File: src/rtl/mel_pkg.sv
package mel_pkg;

    typedef enum logic [1:0] {
        EK_NONE   = 2'd0,
        EK_SINGLE = 2'd1,
        EK_DOUBLE = 2'd2
    } err_kind_e;

    typedef struct packed {
        logic no_corr;
        logic dbl_irq_en;
        logic sgl_irq_en;
    } ctl_t;

    localparam int CTL_W = $bits(ctl_t);

    function automatic err_kind_e classify(input logic valid,
                                           input logic sgl,
                                           input logic dbl);
        if (!valid)
            return EK_NONE;
        else if (dbl)
            return EK_DOUBLE;
        else if (sgl)
            return EK_SINGLE;
        else
            return EK_NONE;
    endfunction

    function automatic logic kind_enabled(input err_kind_e kind, input ctl_t ctl);
        case (kind)
            EK_SINGLE: return ctl.sgl_irq_en;
            EK_DOUBLE: return ctl.dbl_irq_en;
            default:   return 1'b0;
        endcase
    endfunction

endpackage

File: src/rtl/mel_ctl_reg.sv
module mel_ctl_reg
    import mel_pkg::*;
(
    input  logic             clk,
    input  logic             rst,
    input  logic             we,
    input  logic [CTL_W-1:0] wdata,
    output ctl_t             ctl_q
);

    always_ff @(posedge clk) begin
        if (rst)
            ctl_q <= '0;
        else if (we)
            ctl_q <= ctl_t'(wdata);
    end

    AST_CTL_HOLD: assert property (@(posedge clk) disable iff (rst)
        !we |=> $stable(ctl_q));

endmodule

File: src/rtl/mel_capture.sv
module mel_capture
    import mel_pkg::*;
#(
    parameter int AW = 16,
    parameter int CW = 4
) (
    input  logic          clk,
    input  logic          rst,
    input  logic          acc_valid,
    input  logic [AW-1:0] acc_addr,
    input  err_kind_e     kind,
    input  logic          stat_rd,
    output logic [AW-1:0] addr_q,
    output logic          held_q,
    output logic          dbl_q,
    output logic [CW-1:0] cnt_q,
    output logic          capture
);

    localparam logic [CW-1:0] CNT_MAX = {CW{1'b1}};

    logic eff_held;
    logic is_err;

    assign eff_held = held_q && !stat_rd;
    assign is_err   = (kind != EK_NONE);
    assign capture  = is_err && !eff_held;

    always_ff @(posedge clk) begin
        if (rst) begin
            addr_q <= '0;
            held_q <= 1'b0;
            dbl_q  <= 1'b0;
            cnt_q  <= '0;
        end else begin
            if (stat_rd) begin
                held_q <= 1'b0;
                dbl_q  <= 1'b0;
                cnt_q  <= '0;
            end
            if (capture) begin
                held_q <= 1'b1;
                dbl_q  <= (kind == EK_DOUBLE);
                cnt_q  <= '0;
            end else if (is_err && eff_held && cnt_q != CNT_MAX) begin
                cnt_q <= cnt_q + 1'b1;
            end
            if (acc_valid && !eff_held)
                addr_q <= acc_addr;
        end
    end

    AST_ADDR_KEPT: assert property (@(posedge clk) disable iff (rst)
        held_q && !stat_rd |=> $stable(addr_q));
    AST_KIND_KEPT: assert property (@(posedge clk) disable iff (rst)
        held_q && !stat_rd |=> held_q && $stable(dbl_q));
    AST_ERR_CAPTURED: assert property (@(posedge clk) disable iff (rst)
        is_err && !held_q |=> held_q && cnt_q == '0);
    AST_READ_CLEARS: assert property (@(posedge clk) disable iff (rst)
        stat_rd && !is_err |=> !held_q && !dbl_q && cnt_q == '0);
    AST_CNT_SAT: assert property (@(posedge clk) disable iff (rst)
        held_q && !stat_rd && cnt_q == CNT_MAX |=> cnt_q == CNT_MAX);

endmodule

File: src/rtl/mel_irq_gen.sv
module mel_irq_gen
    import mel_pkg::*;
(
    input  logic      clk,
    input  logic      rst,
    input  logic      capture,
    input  err_kind_e kind,
    input  ctl_t      ctl,
    output logic      irq_q
);

    always_ff @(posedge clk) begin
        if (rst)
            irq_q <= 1'b0;
        else
            irq_q <= capture && kind_enabled(kind, ctl);
    end

    AST_IRQ_NEEDS_CAPTURE: assert property (@(posedge clk) disable iff (rst)
        !capture |=> !irq_q);

endmodule

File: src/rtl/mem_err_logger.sv
module mem_err_logger
    import mel_pkg::*;
#(
    parameter int AW = 16,
    parameter int CW = 4,
    parameter int IW = 16
) (
    input  logic             clk,
    input  logic             rst,
    input  logic             acc_valid_i,
    input  logic [AW-1:0]    acc_addr_i,
    input  logic             acc_sbe_i,
    input  logic             acc_dbe_i,
    input  logic             stat_rd_i,
    input  logic             ctl_we_i,
    input  logic [CTL_W-1:0] ctl_wdata_i,
    output logic [AW-1:0]    err_addr_o,
    output logic [CW+1:0]    err_stat_o,
    output logic [CTL_W-1:0] ctl_o,
    output logic             corr_disable_o,
    output logic [IW-1:0]    irq_word_o
);

    localparam int IRQ_BIT = IW - 1;

    err_kind_e     kind;
    ctl_t          ctl;
    logic          held;
    logic          dbl;
    logic [CW-1:0] cnt;
    logic          capture;
    logic          irq;

    assign kind = classify(acc_valid_i, acc_sbe_i, acc_dbe_i);

    mel_ctl_reg u_ctl (
        .clk   (clk),
        .rst   (rst),
        .we    (ctl_we_i),
        .wdata (ctl_wdata_i),
        .ctl_q (ctl)
    );

    mel_capture #(.AW(AW), .CW(CW)) u_cap (
        .clk       (clk),
        .rst       (rst),
        .acc_valid (acc_valid_i),
        .acc_addr  (acc_addr_i),
        .kind      (kind),
        .stat_rd   (stat_rd_i),
        .addr_q    (err_addr_o),
        .held_q    (held),
        .dbl_q     (dbl),
        .cnt_q     (cnt),
        .capture   (capture)
    );

    mel_irq_gen u_irq (
        .clk     (clk),
        .rst     (rst),
        .capture (capture),
        .kind    (kind),
        .ctl     (ctl),
        .irq_q   (irq)
    );

    assign err_stat_o     = {held, dbl, cnt};
    assign ctl_o          = ctl;
    assign corr_disable_o = ctl.no_corr;

    always_comb begin
        irq_word_o          = '0;
        irq_word_o[IRQ_BIT] = irq;
    end

    AST_IRQ_WITH_VALID: assert property (@(posedge clk) disable iff (rst)
        irq |-> held);
    AST_IRQ_ONE_CYCLE: assert property (@(posedge clk) disable iff (rst)
        irq && !stat_rd_i |=> !irq);

endmodule

File: config.mk
export PLATFORM = sky130hd
export DESIGN_NAME = mem_err_logger
export DESIGN_NICKNAME = d
export VERILOG_FILES = /design/src/rtl/mel_pkg.sv /design/src/rtl/mel_ctl_reg.sv /design/src/rtl/mel_capture.sv /design/src/rtl/mel_irq_gen.sv /design/src/rtl/mem_err_logger.sv
export SDC_FILE = /design/constraint.sdc
export NUM_CORES = 1
export LEC_CHECK = 0
export BUFFER_PORTS_ARGS = -buffer_cell sky130_fd_sc_hd__buf_2
export CELL_PAD_IN_SITES_DETAIL_PLACEMENT = 0
export CELL_PAD_IN_SITES_GLOBAL_PLACEMENT = 2
export CORE_MARGIN = 8
export CORE_UTILIZATION = 25
export CTS_CLUSTER_SIZE = 30
export DETAILED_ROUTE_END_ITERATION = 10
export PLACE_DENSITY = 0.84
export SKIP_LAST_GASP = 1
export SLEW_MARGIN = 20
export SYNTH_ARGS = -nofsm -noshare
export SYNTH_HDL_FRONTEND = slang
export SYNTH_SLANG_ARGS = --single-unit
export TNS_END_PERCENT = 5
File: constraint.sdc
create_clock -name clk -period 5.7 [get_ports clk]
set_input_delay 0.285 -clock clk [delete_from_list [all_inputs] [get_ports clk]]
set_output_delay 0.285 -clock clk [all_outputs]
set_load 0.03 [all_outputs]
# == Yosys cells after proc, flatten, opt, wreduce, memory -nomap -nowiden ==
# Cells that the tools add are included.
# word_totals
ff_bits,26
latchBits,0
mem_bits_rw,0
mem_bits_ro,0
inputBits,26
out_inout_bits,42
elab_cells,34
mem_count,0
# op_classes
n_addsub,1
n_mul,0
div,0
order_cmp,0
n_eq_ne,3
shifts,0
mux,10
bitwise_logic,0
reduce_logical,12
# ops
cell,count
$mux 4,2
$logic_and 1x1->1,6
$reduce_bool 2->1,3
$mux 1,5
$add 4x1->4 const B,1
$mux 2,2
$ne 4x4->1 const B,1
$eq 2x1->1 const B,1
$eq 2x2->1 const B,1
$logic_not 1->1,2
$pmux 1 s2,1
$reduce_or 2->1,1

# == Logic depth before layout (Yosys ltp) ==
# Gate-level depths: netlist (run 1).
# logic_depth
depth_word,7
depth_mapped,10
depth_no_buf,7

# == Cells and area by module ==
# A second synthesis (run 1) with hierarchy kept.
# hier_totals
hier_cells,143
area_unflattened_um2,1292.5
# by_module_without_submodules
mod,instances,cells_per_inst,area_each_um2,seq_area_each_um2
mel_capture,1,105,953.4,440.4
mem_err_logger,1,22,162.7,0.0
mel_ctl_reg,1,9,101.3,60.1
mel_irq_gen,1,7,75.1,20.0

# == Worst setup path before layout (run 1) ==
# Ideal clock, no wire load.
# synth_path
path_kind,input-to-reg
startpoint,input port acc_valid_i
endpoint,register u_cap.cnt_q[3]
setup_ns,0.074
t_arrival_ns,2.001
required_ns,5.626
setup_slack_ns,3.625
path_stages,9
path_buffers,3
cell_sequence,buf_2 -> inv_2 -> clkbuf_1 -> nor3b_1 -> inv_1 -> ha_1 -> clkbuf_1 -> or4_1 -> a31oi_1
# synth_between
elab_chain_len,5
word_cells_on_any_way,8
classes_between,2 x mux; 6 x reduce/logical
# synth_lines
element,line,source
from (decl),mem_err_logger.sv:10,"input logic acc_valid_i,"
$mux 2 *,mel_pkg.sv:20,if (!valid)
$reduce_bool 2->1 *,mel_capture.sv:26,assign is_err = (kind != EK_NONE);
$logic_and 1x1->1 (2 in a row),mel_capture.sv:45,end else if (is_err && eff_held && cnt_q != CNT_MAX) begin
$mux 4 or $reduce_bool 2->1 (tied branches),n/a,
to (signal assigned),mel_capture.sv:46,cnt_q <= cnt_q + 1'b1;
to (decl),mel_capture.sv:16,"output logic [CW-1:0] cnt_q,"
# Mark *: on every way between the ends. The rest lies on a longest branch, timed or not.
# A chain may end at the register's enable or synchronous reset.

# == Worst setup path after layout (run 1) ==
# Ends and elaborated chain as after synthesis.

==> flow_summary.toml, run 1 <==
[floorplan]
die_h_um = 87.3
rows = 26
start_util = 0.253
die-area_um2 = 7620
core_area_um2 = 5010
fp.dieW_um = 87.3
num_io_pins = 68

[setup_path]
crit_chain = "buf_2 -> inv_2 -> nor3b_1 -> inv_1 -> ha_1 -> or4_1 -> a31oi_1"
path_class = "in -> reg"
crit_path_max_incr_delay_ps = 540
worstPathArrival_ps = 2260
cp-start-kind = "input port"
critical-path-top-delay-family = "simple AND/OR/NAND/NOR gates"
cp_num_buf_inv = 3
end_kind = "flip-flop"
worst_ep_required_time_ps = 5900
crit_path_max_fanout = 18
slowest_stage = "or4_1"

[route]
drtIter0Drc = 62
vias_per_cell = 4.36
avgRoutedWirePerCell_um = 13.5
ant_nets = 0
firstDrtPassIters = 4
drt-total-wl_um = 3490
vias = 1130
drc = 0

[clock_network]
clockRootBuffer = "clkbuf_8"
cts.clk_slew.worst_paths_ps = 90
cts_resized = 0
cts_tree = "done"
hold_buffers = 0
cts.sinks = 26
numCtsBuffers = 3
cts_buffer_depth = 2
postCtsSetupBuffers = 0
htreeDepth = 1
worstSkewPairLatency_ps = 270

[finish]
diodes = 0
fin_area_um2 = 1540
layout-drive-gt1-share = 0.317
final_util = 0.307
area_delta_synth_final_pct = 21.2
nets = 220
fin_cells = 259

[worst_hold_path]
hold_path_class = "in -> reg"

[outcome]
status = "finished clean"

[sta]
max_freq_ghz = 0.484
slew_violations = 0
tns_ps = 0
period_share = 0.362
min_period_ps = 2060
fin_skew_ps = 2.81
setup_violations = 0
rsz0062_at_grt = "false"
hold_viol_final = 0

[synthesis]
synth-warning-count = 0
synth_ff_type = "dfxtp_1"
synth-seq-cells = 26
netlist.area_leader.share = 0.410
yosys.area.top_type = "dfxtp_1"
avgSynthCellArea_um2 = 8.64
syn_inst = 147
synthTopCellsByCount = "dfxtp_1 (26), buf_4 (21), a21oi_1 (20)"
yosysMostFrequentCell = "dfxtp_1"
synth_area_um2 = 1270
yosysSeqAreaShare = 0.410
ys_types = 30
synth_edf_count = 0
async_flop_share = 0
netlist_top_cells_area = "dfxtp_1 (41%), buf_4 (12%), a21oi_1 (7.9%), nand3_1 (7.5%), o21ai_0 (6.3%)"

[grt]
grt.total_usage = 0.0907
grt_max_degree = 24
grt_pass1_vias = 1110
grt_pass1_wl_um = 5440
antenna_found_initial = 0
grt-ovfl-total = 0

[power]
leakage_nw = 0.714
switchingPower_mw = 0.120
power_frac_seq = 0.496
p_per_area_nw_per_um2 = 256
clock_power_share = 0.305
ir_worst_vdd_mv = 0.0800
pwr-share-comb = 0.199
sw_frac_of_total = 0.304
cellInternalPower_mw = 0.274

[placement]
dp_cells = 255
gp_congestion = 0.724
place_hpwl_um = 2620
io_buffers = 52
post_dp_cell_area_um2 = 1480

[job]
drv_cap = 0
state kept, by name, summed over array words and instances, names as in the netlist:
| name | cells |
|---|---|
| u_cap.addr_q | 16 |
| u_cap.cnt_q | 4 |
| u_cap.dbl_q | 1 |
| u_cap.held_q | 1 |
| u_ctl.ctl_q | 3 |
| u_irq.irq_q | 1 |
metal layers:
layer	track usage	part of all wire	wire, um
met1	0.101	0.40	1380
met2	0.152	0.51	1770
met3	0.0302	0.087	304
met4	0.0422	0.011	40
met5	0	0	0
worst register-to-register path, delay by kind of cell (launching register included):
family / cells / cell delay [ps]
AOI/OAI and AO/OA: 1 / 150
and+or+nand+nor: 2 / 720
DFF: 1 / 460
stage by stage:
stage | worst slack (ps) | hold slack, ps | power, mW
after floorplan | 3620 | 354 | 0.264
after global placement | 3460 | 463 | 0.279
after detailed placement | 3390 | 465 | 0.279
after CTS | 3660 | 226 | 0.400
after global routing | 3490 | 236 | 0.415
final | 3640 | 236 | 0.394
power groups by stage:
stage | Sequential (mW) | Clock [mW] | Combinational (mW)
CTS | 0.195 | 0.125 | 0.0793
floorplan | 0.215 | 0 | 0.0489
global route | 0.197 | 0.133 | 0.0854
global placement | 0.200 | 0 | 0.0790
detailed placement | 0.200 | 0 | 0.0792
finish | 0.195 | 0.120 | 0.0785
area by class of cell:
cell class | instances | area [um2]
well taps | 70 | 87.6
clock buffers | 4 | 55.1
multi-input cells | 103 | 601
fillers | 584 | 3470
inverters | 4 | 15.0
repair buffers | 52 | 260
flip-flops and latches | 26 | 520
worst paths after layout:
check	start	endpoint	slack, ps	depth (start not counted)
worst min-delay path	stat_rd_i	u_cap.cnt_q[2]	240	2
worst min register to register	u_cap.addr_q[11]	u_cap.addr_q[11]	480	2
worst max register to register	u_cap.held_q	u_cap.cnt_q[3]	4310	3
worst max-delay path	acc_valid_i	u_cap.cnt_q[3]	3640	7
logic make-up after synthesis:
group | share of synthesized area
muxes | 0.0236
and+or+nand+nor | 0.168
buffers and inverters | 0.159
adders and majority gates | 0.0394
DFF | 0.410
other | 0.00295
AOI/OAI and AO/OA | 0.197
placed cells by master (no fill, tap or decap), types with 2 or more instances in the layout:
cell type / count
o311ai_0: 3
a21oi_1: 20
nor2_1: 5
nor3b_1: 2
conb_1: 15
clkbuf_8: 4
dfxtp_1: 26
o21ai_0: 16
or4_1: 2
ha_1: 4
nand3b_1: 2
nand3_1: 19
inv_1: 3
buf_2: 52
mux2i_1: 3
Power figures use the tool's default switching activity.
==> run 2, diff against run 1 <==
--- a/config.mk
+++ b/config.mk
@@ -9,10 +9,10 @@
 export CELL_PAD_IN_SITES_DETAIL_PLACEMENT = 0
 export CELL_PAD_IN_SITES_GLOBAL_PLACEMENT = 2
 export CORE_MARGIN = 8
-export CORE_UTILIZATION = 25
+export CORE_UTILIZATION = 21
 export CTS_CLUSTER_SIZE = 30
 export DETAILED_ROUTE_END_ITERATION = 10
-export PLACE_DENSITY = 0.84
+export PLACE_DENSITY = 0.76
 export SKIP_LAST_GASP = 1
 export SLEW_MARGIN = 20
 export SYNTH_ARGS = -nofsm -noshare
==> constraint.sdc (replaced) <==
create_clock -name clk -period 1.89 [get_ports clk]
set_input_delay 0.0945 -clock clk [delete_from_list [all_inputs] [get_ports clk]]
set_output_delay 0.0945 -clock clk [all_outputs]
set_load 0.03 [all_outputs]
==> flow_summary.toml, run 2 (synthesis gave the netlist of run 1 again) <==
[outcome]
status = "finished clean"

[finish]
largest_register_ffs = 16
layout-drive-gt1-share = 0.321
layout_commonest_cell = "buf_2"
area_delta_synth_final_pct = 21.8
fin_area_um2 = 1550
diodes = 0
final_util = 0.263
final_cell_mix = "buf_2 (52), dfxtp_1 (26), a21oi_1 (20), nand3_1 (19), o21ai_0 (16)"
nets = 222
top_regs = "u_cap.addr_q (16), u_cap.cnt_q (4), u_ctl.ctl_q (3)"
regMostFlops = "u_cap.addr_q"

[clock_network]
cts_buffer_depth = 2
cts.clk_slew.worst_paths_ps = 90
cts.sinks = 26
htreeDepth = 1
hold_buffers = 0
worstSkewPairLatency_ps = 260
numCtsBuffers = 3
cts_tree = "done"
cts_resized = 0
postCtsSetupBuffers = 0
clockRootBuffer = "clkbuf_8"

[sta]
min_period_ps = 1470
max_freq_ghz = 0.678
rsz0062_at_grt = "false"
fin_skew_ps = 2.80
slew_violations = 0
hold_viol_final = 0
setup_violations = 0
period_share = 0.780
setup_slack_ps = 415
tns_ps = 0

[floorplan]
die-area_um2 = 8790
num_io_pins = 68
die_h_um = 93.8
fp.dieW_um = 93.8
rows = 28
start_util = 0.216
core_area_um2 = 5890

[setup_path]
slowest_stage = "nor3b_1"
worstPathArrival_ps = 1650
worst_ep_required_time_ps = 2060
critical-path-top-delay-family = "simple AND/OR/NAND/NOR gates"
crit_chain = "buf_2 -> inv_2 -> nor3b_1 -> inv_1 -> ha_1 -> and3b_1 -> nor2_1 -> a2111oi_2"
cp-start-kind = "input port"
crit_path_max_fanout = 11
path_class = "in -> reg"
end_kind = "flip-flop"
crit_path_max_incr_delay_ps = 320
cp_num_buf_inv = 3

[route]
avgRoutedWirePerCell_um = 14.1
drtIter0Drc = 52
drc = 0
vias = 1122
vias_per_cell = 4.23
firstDrtPassIters = 3
drt-total-wl_um = 3740
ant_nets = 0

[power]
pwr-share-comb = 0.212
ir_worst_vdd_mv = 0.243
p_per_area_nw_per_um2 = 739
switchingPower_mw = 0.357
sw_frac_of_total = 0.313
clock_power_share = 0.272
cellInternalPower_mw = 0.785
power_frac_seq = 0.515
leakage_nw = 0.717

[grt]
antenna_found_initial = 0
grt_pass1_vias = 1140
grt_pass1_wl_um = 5750
grt-ovfl-total = 0
grt_max_degree = 24
grt.total_usage = 0.0810

[placement]
place_hpwl_um = 2720
post_dp_cell_area_um2 = 1510
place_ws_ps = 156
gp_congestion = 0.712
io_buffers = 52

[job]
drv_cap = 0

[worst_hold_path]
hold_path_class = "in -> reg"
run 2: cell types whose count changed in the layout (fill, tap and decap cells not counted):
cell and change:
buf_4 +2, clkbuf_8 -1
run 2: metal layers:
layer / wire, um / global-route usage / up-vias
met2: 1860 / 0.132 / 28
met4: 47 / 0.0396 / 0
li1: - / - / 577
met5: 0 / 0 / -
met3: 216 / 0.0184 / 2
met1: 1620 / 0.0974 / 515
run 2: worst paths after layout:
kind                        start              end  depth (start not counted)  slack, ps
setup / recovery      acc_valid_i   u_cap.cnt_q[2]                          8        420
hold / removal          stat_rd_i   u_cap.cnt_q[2]                          2         60
setup reg to reg     u_cap.held_q   u_cap.cnt_q[3]                          3        490
hold reg to reg   u_cap.addr_q[5]  u_cap.addr_q[5]                          2        480
run 2: cell type report:
class / count / area, um2
Tap cell: 75 / 93.8
Fill cell: 683 / 4340
Clock buffer: 3 / 41.3
Sequential cell: 26 / 520
Multi-Input combinational cell: 103 / 601
Timing Repair Buffer: 54 / 275
Inverter: 4 / 15.0
run 2: per-stage QoR:
stage / cells / hold slack [ps] / power, mW
after floorplan: 161 / 163 / 0.796
after global placement: 262 / 338 / 0.847
after detailed placement: 262 / 340 / 0.848
after CTS: 265 / 44.2 / 1.17
after global routing: 265 / 55.3 / 1.21
final: 265 / 57.9 / 1.14
run 2: worst register-to-register path, stage by stage, from the launching register on:
cell      delay [ps]
dfxtp_1          470
nand2b_4         220
or4_1            510
a31oi_1          130
run 2: power by group through the flow:
| stage | clock, mW | sequential [mW] | combinational, mW |
|---|---|---|---|
| floorplan | 0 | 0.649 | 0.147 |
| finish | 0.311 | 0.589 | 0.243 |
| global route | 0.357 | 0.593 | 0.264 |
| global placement | 0 | 0.602 | 0.246 |
| CTS | 0.334 | 0.590 | 0.246 |
| detailed placement | 0 | 0.603 | 0.245 |
==> run 3, diff against run 2 <==
==> constraint.sdc (replaced) <==
create_clock -name clk -period 1.3 [get_ports clk]
set_input_delay 0.065 -clock clk [delete_from_list [all_inputs] [get_ports clk]]
set_output_delay 0.065 -clock clk [all_outputs]
set_load 0.03 [all_outputs]
==> flow_summary.toml, run 3 (synthesis gave the netlist of run 1 again) <==
[floorplan]
die-area_um2 = 8790
num_io_pins = 68
start_util = 0.216
core_area_um2 = 5890
rows = 28
die_h_um = 93.8
fp.dieW_um = 93.8

[route]
drt-total-wl_um = 3880
firstDrtPassIters = 4
avgRoutedWirePerCell_um = 13.8
vias = 1209
vias_per_cell = 4.32
drtIter0Drc = 35
drc = 0
ant_nets = 0

[clock_network]
cts_buffer_depth = 2
cts_tree = "done"
numCtsBuffers = 3
cts.sinks = 26
htreeDepth = 1
clockRootBuffer = "clkbuf_8"
worstSkewPairLatency_ps = 270
cts.clk_slew.worst_paths_ps = 90
hold_buffers = 0

[finish]
diodes = 0
fin_cells = 280
area_delta_synth_final_pct = 31.7
layout_commonest_cell = "buf_2"
nets = 237
top_regs = "u_cap.addr_q (16), u_cap.cnt_q (4), u_ctl.ctl_q (3)"
regMostFlops = "u_cap.addr_q"
final_cell_mix = "buf_2 (52), dfxtp_1 (25), a21oi_1 (20), nand3_1 (19), buf_4 (17)"
largest_register_ffs = 16
layout-drive-gt1-share = 0.385

[setup_path]
crit_path_max_incr_delay_ps = 320
slowest_stage = "dfxtp_1"
rr_startpoint = "u_cap.cnt_q[0]"
cp-start-kind = "flip-flop"
cp.depth = 4
crit_chain = "ha_1 -> and3b_1 -> buf_4 -> a2111oi_2"
end_kind = "flip-flop"
worst_ep_required_time_ps = 1470
setup.worst_path.start = "u_cap.cnt_q[0]"
cp_num_buf_inv = 1
r2r_cells = 4
r2r-end = "u_cap.cnt_q[2]"
r2r_slack_ps = 80
worstPathArrival_ps = 1390
critical-path-top-delay-family = "flip-flops"
crit_path_max_fanout = 3
path_class = "reg -> reg"

[power]
ir_worst_vdd_mv = 0.344
leakage_nw = 0.792
p_per_area_nw_per_um2 = 1020

[grt]
grt-ovfl-total = 0
antenna_found_initial = 0
grt_pass1_vias = 1279
grt_max_degree = 17
grt.total_usage = 0.0896
grt_pass1_wl_um = 6290

[sta]
tns_ps = 0
fin_skew_ps = 1.88
min_period_ps = 1220
setup_violations = 0
hold_slack_ps = 12.8
hold_viol_final = 0
max_freq_ghz = 0.820
slew_violations = 0
rsz0062_at_grt = "true"
period_share = 0.938

[placement]
place_hpwl_um = 3030
io_buffers = 52
gp_congestion = 0.685
dp_cells = 277

[worst_hold_path]
min_from = "stat_rd_i"
hold_path_class = "in -> reg"
min_path_cells = 2
holdPathEnd = "u_cap.cnt_q[2]"

[outcome]
status = "finished clean"

[job]
drv_cap = 0
## run 3: worst reg2reg max path, cell delays in order, from the launching register on
cell,delay [ps]
dfxtp_1,320
ha_1,220
and3b_1,180
buf_4,130
a2111oi_2,270
## run 3: where the power goes
| part | internal (mW) | total [mW] | switching, mW |
|---|---|---|---|
| combinational | 0.125 | 0.386 | 0.260 |
| sequential | 0.835 | 0.856 | 0.0209 |
| clock | 0.208 | 0.467 | 0.259 |
| total | 1.17 | 1.71 | 0.540 |
## run 3: worst max path at each step
stage | to | slack (ps)
after detailed placement | u_cap.cnt_q[0] | -180
after CTS | u_cap.cnt_q[1] | 30
after global routing | u_cap.cnt_q[1] | -20
after floorplan | u_cap.cnt_q[3] | -270
after global placement | u_cap.cnt_q[3] | -120
final | u_cap.cnt_q[2] | 80
## run 3: metal layers
| metal | track usage | share of wire | vias up |
|---|---|---|---|
| li1 | - | - | 605 |
| met1 | 0.106 | 0.44 | 563 |
| met2 | 0.146 | 0.47 | 37 |
| met3 | 0.0248 | 0.067 | 4 |
| met4 | 0.0436 | 0.016 | 0 |
| met5 | 0 | 0 | - |
## run 3: final cells by class
type,instances,area [um2]
well taps,75,93.8
inverters,4,20.0
clock buffers,3,41.3
fillers,672,4210
flip-flops and latches,26,522
repair buffers,69,388
multi-input cells,103,608
## run 3: repair_timing
| item | CTS | global route |
|---|---|---|
| endpoints found under the setup margin | 2 | 3 |
| buffers inserted | 0 | 0 |
| gates resized for setup | 1 | 3 |
## run 3: through the flow
step / instance area, um2 / utilization / setup WS [ps] / total power, mW
floorplan: 1370 / - / -269 / 1.17
global placement: 1630 / 0.277 / -122 / 1.26
detailed placement: 1630 / 0.277 / -182 / 1.26
CTS: 1670 / 0.284 / 27.8 / 1.74
global route: 1670 / 0.284 / -19.6 / 1.80
finish: 1670 / 0.284 / 80.3 / 1.71
